### src/rtl/flash_prog_seq.sv
module flash_prog_seq #(
  parameter int ADDR_W    = 17,
  parameter int NDEV      = 1,
  parameter int CLK_MHZ   = 50,
  parameter int PROG_US   = 25,
  parameter int VERIFY_US = 6,
  parameter int MAX_TRIES = 20
) (
  input  logic                clk,
  input  logic                rst_n,
  input  logic                start,
  output logic                done,
  output logic                fail,
  output logic                vpp_en,
  output logic [ADDR_W-1:0]   src_addr,
  input  logic [7:0]          src_data,
  output logic                bus_wr,
  output logic                bus_rd,
  output logic [ADDR_W-1:0]   bus_addr,
  output logic [NDEV*8-1:0]   bus_wdata,
  input  logic [NDEV*8-1:0]   bus_rdata
);

  localparam int PROG_CYC = CLK_MHZ * PROG_US;
  localparam int VER_CYC  = CLK_MHZ * VERIFY_US;
  localparam int MAX_CYC  = (PROG_CYC > VER_CYC) ? PROG_CYC : VER_CYC;
  localparam int CNT_W    = $clog2(MAX_CYC + 1);
  localparam int TRY_W    = $clog2(MAX_TRIES + 1);
  localparam logic [ADDR_W-1:0] LAST = {ADDR_W{1'b1}};

  typedef enum logic [2:0] {IDLE, SETUP, PROG, PWAIT, VCMD, VWAIT, READ} st_t;

  st_t              state;
  logic [ADDR_W-1:0] addr;
  logic [TRY_W-1:0]  tries;
  logic [CNT_W-1:0]  cnt;
  logic [NDEV-1:0]   mask;
  logic [NDEV-1:0]   hit;
  logic              all_ok;

  assign bus_wr   = (state == SETUP) || (state == PROG) || (state == VCMD);
  assign bus_rd   = (state == READ);
  assign bus_addr = addr;
  assign src_addr = addr;
  assign all_ok   = &hit;

  for (genvar d = 0; d < NDEV; d++) begin : g_lane
    assign hit[d] = mask[d] | (bus_rdata[d*8 +: 8] == src_data);
    assign bus_wdata[d*8 +: 8] =
      (state == SETUP) ? (mask[d] ? 8'hFF : 8'h40) :
      (state == PROG)  ? (mask[d] ? 8'hFF : src_data) :
      (state == VCMD)  ? (mask[d] ? 8'h00 : 8'hC0) : 8'h00;
  end

  always_ff @(posedge clk) begin
    if (!rst_n) begin
      state  <= IDLE;
      addr   <= '0;
      tries  <= '0;
      cnt    <= '0;
      mask   <= '0;
      vpp_en <= 1'b0;
      done   <= 1'b0;
      fail   <= 1'b0;
    end else begin
      done <= 1'b0;
      case (state)
        IDLE: if (start) begin
          vpp_en <= 1'b1;
          fail   <= 1'b0;
          addr   <= '0;
          tries  <= '0;
          mask   <= '0;
          state  <= SETUP;
        end
        SETUP: begin
          tries <= tries + 1'b1;
          state <= PROG;
        end
        PROG: begin
          cnt   <= CNT_W'(PROG_CYC - 1);
          state <= PWAIT;
        end
        PWAIT: if (cnt == '0) state <= VCMD; else cnt <= cnt - 1'b1;
        VCMD: begin
          cnt   <= CNT_W'(VER_CYC - 1);
          state <= VWAIT;
        end
        VWAIT: if (cnt == '0) state <= READ; else cnt <= cnt - 1'b1;
        READ: begin
          if (all_ok && addr != LAST) begin
            addr  <= addr + 1'b1;
            tries <= '0;
            mask  <= '0;
            state <= SETUP;
          end else if (all_ok || tries == TRY_W'(MAX_TRIES)) begin
            done   <= 1'b1;
            fail   <= !all_ok;
            vpp_en <= 1'b0;
            state  <= IDLE;
          end else begin
            mask  <= hit;
            state <= SETUP;
          end
        end
        default: state <= IDLE;
      endcase
    end
  end

endmodule

### config.mk
export PLATFORM = sky130hd
export DESIGN_NAME = flash_prog_seq
export DESIGN_NICKNAME = d
export VERILOG_FILES = /design/src/rtl/flash_prog_seq.sv
export SDC_FILE = /design/constraint.sdc
export NUM_CORES = 1
export LEC_CHECK = 0
export BUFFER_PORTS_ARGS = -buffer_cell sky130_fd_sc_hd__buf_2
export CAP_MARGIN = 25
export CORE_ASPECT_RATIO = 1.75
export CORE_MARGIN = 10
export CORE_UTILIZATION = 45
export CTS_BUF_LIST = sky130_fd_sc_hd__clkbuf_16
export DETAILED_ROUTE_END_ITERATION = 6
export PLACE_DENSITY = 0.75
export SETUP_SLACK_MARGIN = 0.1
export SYNTH_ARGS = -nofsm -noshare
export SYNTH_HDL_FRONTEND = slang
export SYNTH_SLANG_ARGS = --single-unit
export TNS_END_PERCENT = 20
### constraint.sdc
create_clock -name clk -period 4.37 [get_ports clk]
set_input_delay 0.6555 -clock clk [delete_from_list [all_inputs] [get_ports clk]]
set_output_delay 0.6555 -clock clk [all_outputs]
set_load 0.1 [all_outputs]
==> metrics.cfg <==
[yosys]
ys_warn_count=0
synth_seq_cells=40
synth_nets=346
synth.area.top_cells=dfxtp_1 32%, a21oi_1 6.1%, buf_4 5.1%, nand2_1 4.3%, xor2_1 4.2%
synthMuxAreaShare=0.0243
synth-adder-area-share=0.0297
synthCells=321
synth_ff_type=dfxtp_1
synth_xor_area_frac=0.0486
synth_compound_area_frac=0.226
synth_largest_area_cell=dfxtp_1
synth_top_area_frac=0.317
synthArstFlopShare=0
ys_seq_area_frac=0.317
syn_area_sq_mm=0.00252
yosysUniqueCellTypes=51
syn-mean-instance-area_sq_um=7.87
synth_top_family_by_area=simple AND/OR/NAND/NOR gates
synth-edff-count=0
synth-simple-area-share=0.271

[hold_path]
min_to=vpp_en
hp-start=vpp_en
holdPathStages=2
hp-class=flop to flop

[worst_setup_path]
crit_arrival_ps=2360
worstRegToRegCells=10
cp-start-kind=flop
end_kind=primary output
reg2reg_slack_ps=1700
cp_max_fo=14
required_ps=3710
rr_endpoint=bus_addr[10]
r2r-start=bus_addr[0]
criticalPathCategory=flop to primary output

[pwr]
power_mw=1.38
p_leak_nw=1.24
powerDensity_mw_per_mm2=468
vdd_drop_max_v=0.000225

[clock_tree]
clock_sinks=40
cts.htree.levels=2
cts_made_buffers=5
cts_setup_buffers=0
cts_root_buffer=clkbuf_16
ctsResizeCount=0
clock_latency_ps=280
clkTransAtPathRegs_ps=60
cts_tree=yes
clock_path_buffers=2
hold_buffers=0

[floorplanning]
dieArea_sq_mm=0.00913
die_h_um=119
die_x_um=76.6
io_pins=66
coreArea_sq_mm=0.00550
fp-row-count=36
initial_utilization=0.459

[route]
firstDrtPassIters=4
drt_iter0_markers=73
wire_per_inst_um=15.0
routed_wirelength_um=6650
vias=2491
ant_nets=0
via_per_inst=5.62
drc=0

[global_route]
antenna_found_initial=0
grt_pass1_wl_um=11100
gr-usage-all-layers=0.144
grt_max_degree=32
grt_pass1_vias=2447
grt-ovfl-total=0

[final_layout]
layout.nets=391
postLayoutCellArea_sq_mm=0.00295
diodes=0
post_route_cells_drive_above_1_share=0.215
final_cell_mix=65 x buf_2, 40 x dfxtp_1, 31 x a21oi_1
final_common_cell=buf_2
area_growth_pct=16.8

[placed_design]
dpl.hpwl_um=5120
dpl-instance-area_sq_mm=0.00279
gp_routability_congestion=0.919
place_worst_setup_slack_ps=1680
portBuffers=65

[sta]
relSlewSlack=0.404
fin_skew_ps=4.96
timing.hold.ws_ps=467
fin_crit_sh=0.689
drv_slew=0
rsz0062_at_grt=false
max_freq_mhz=332
tns_ps=0
fin_ws_ps=1360
worst_slew_pin_slew_ps=894
setup_violations=0
fin_crit_ps=3010
hold_violations=0

[status]
status=completed

[flow_run]
max_cap_violations=0

==> area by class of cell <==
| cell class | count | area (sq um) |
|---|---|---|
| multi-input cells | 243 | 1520 |
| flip-flops and latches | 40 | 801 |
| clock buffers | 5 | 125 |
| fillers | 557 | 2540 |
| inverters | 10 | 37.5 |
| repair buffers | 66 | 333 |
| clock inverters | 3 | 38.8 |
| well taps | 76 | 95.1 |
==> through the flow <==
| step | util | instances |
|---|---|---|
| 2_1_floorplan | - | 321 |
| 3_3_place_gp | 0.507 | 435 |
| 3_5_place_dp | 0.507 | 435 |
| 4_1_cts | 0.537 | 443 |
| 5_1_grt | 0.537 | 443 |
| 6_report | 0.537 | 443 |
==> routing by layer <==
| layer | part of all wire | vias up | track usage | wire (um) |
|---|---|---|---|---|
| met2 | 0.56 | 46 | 0.282 | 3740 |
| met3 | 0.038 | 17 | 0.0331 | 254 |
| met1 | 0.37 | 1178 | 0.135 | 2470 |
| met5 | 0 | - | 0 | 0 |
| met4 | 0.026 | 0 | 0.0689 | 175 |
| li1 | - | 1250 | - | - |
==> sequential cells by signal, summed over array words and instances, names as in the netlist <==
name / count
bus_addr: 17
cnt: 11
done: 1
fail: 1
mask: 1
state: 3
tries: 5
vpp_en: 1
==> power breakdown <==
group	leakage, nW	internal, mW	total (mW)	switching [mW]
logic	0.826	0.133	0.516	0.383
registers	0.325	0.399	0.451	0.0517
clock network	0.0850	0.266	0.413	0.147
==> worst max-delay path by stage <==
| stage | from | to | slack, ps | cells after the start |
|---|---|---|---|---|
| global route | state[0] | bus_wdata[4] | 1230 | 6 |
| CTS | state[0] | bus_wdata[4] | 1350 | 6 |
| global placement | state[0] | bus_wdata[3] | 1750 | 6 |
| detailed placement | state[0] | bus_wdata[4] | 1680 | 6 |
| floorplan | bus_addr[7] | bus_addr[12] | 1410 | 11 |
| finish | state[0] | bus_wdata[4] | 1360 | 6 |
==> cells in the mapped netlist, types with 7 or more instances <==
library cell and count:
xor2_1 12, clkbuf_1 8, nand3_1 9, nor2_1 23, inv_1 8, o21ai_1 14, nand4_1 7, and3_1 7
buf_4 17, or3_1 7, o21a_1 10, o31ai_1 9, nand2_1 29, dfxtp_1 40, nor3_1 13, a21oi_1 31
==> critical path: stages (launching register included) <==
cell and delay [ps]:
dfxtp_1 620, inv_2 190, nor2_1 170, nand2_1 70, a21oi_1 400, o21a_1 190
buf_2 420
==> kinds of logic (layout without fill, tap and decap cells) <==
family / Yosys count / in the layout
AOI/OAI and AO/OA: 91 / 91
and+or+nand+nor: 126 / 126
buffers and inverters: 38 / 84
muxes: 6 / 6
xor gates and xnor gates: 14 / 14
adders and majority gates: 6 / 6
DFF: 40 / 40
No activity file was read; power rests on OpenSTA's default activity.
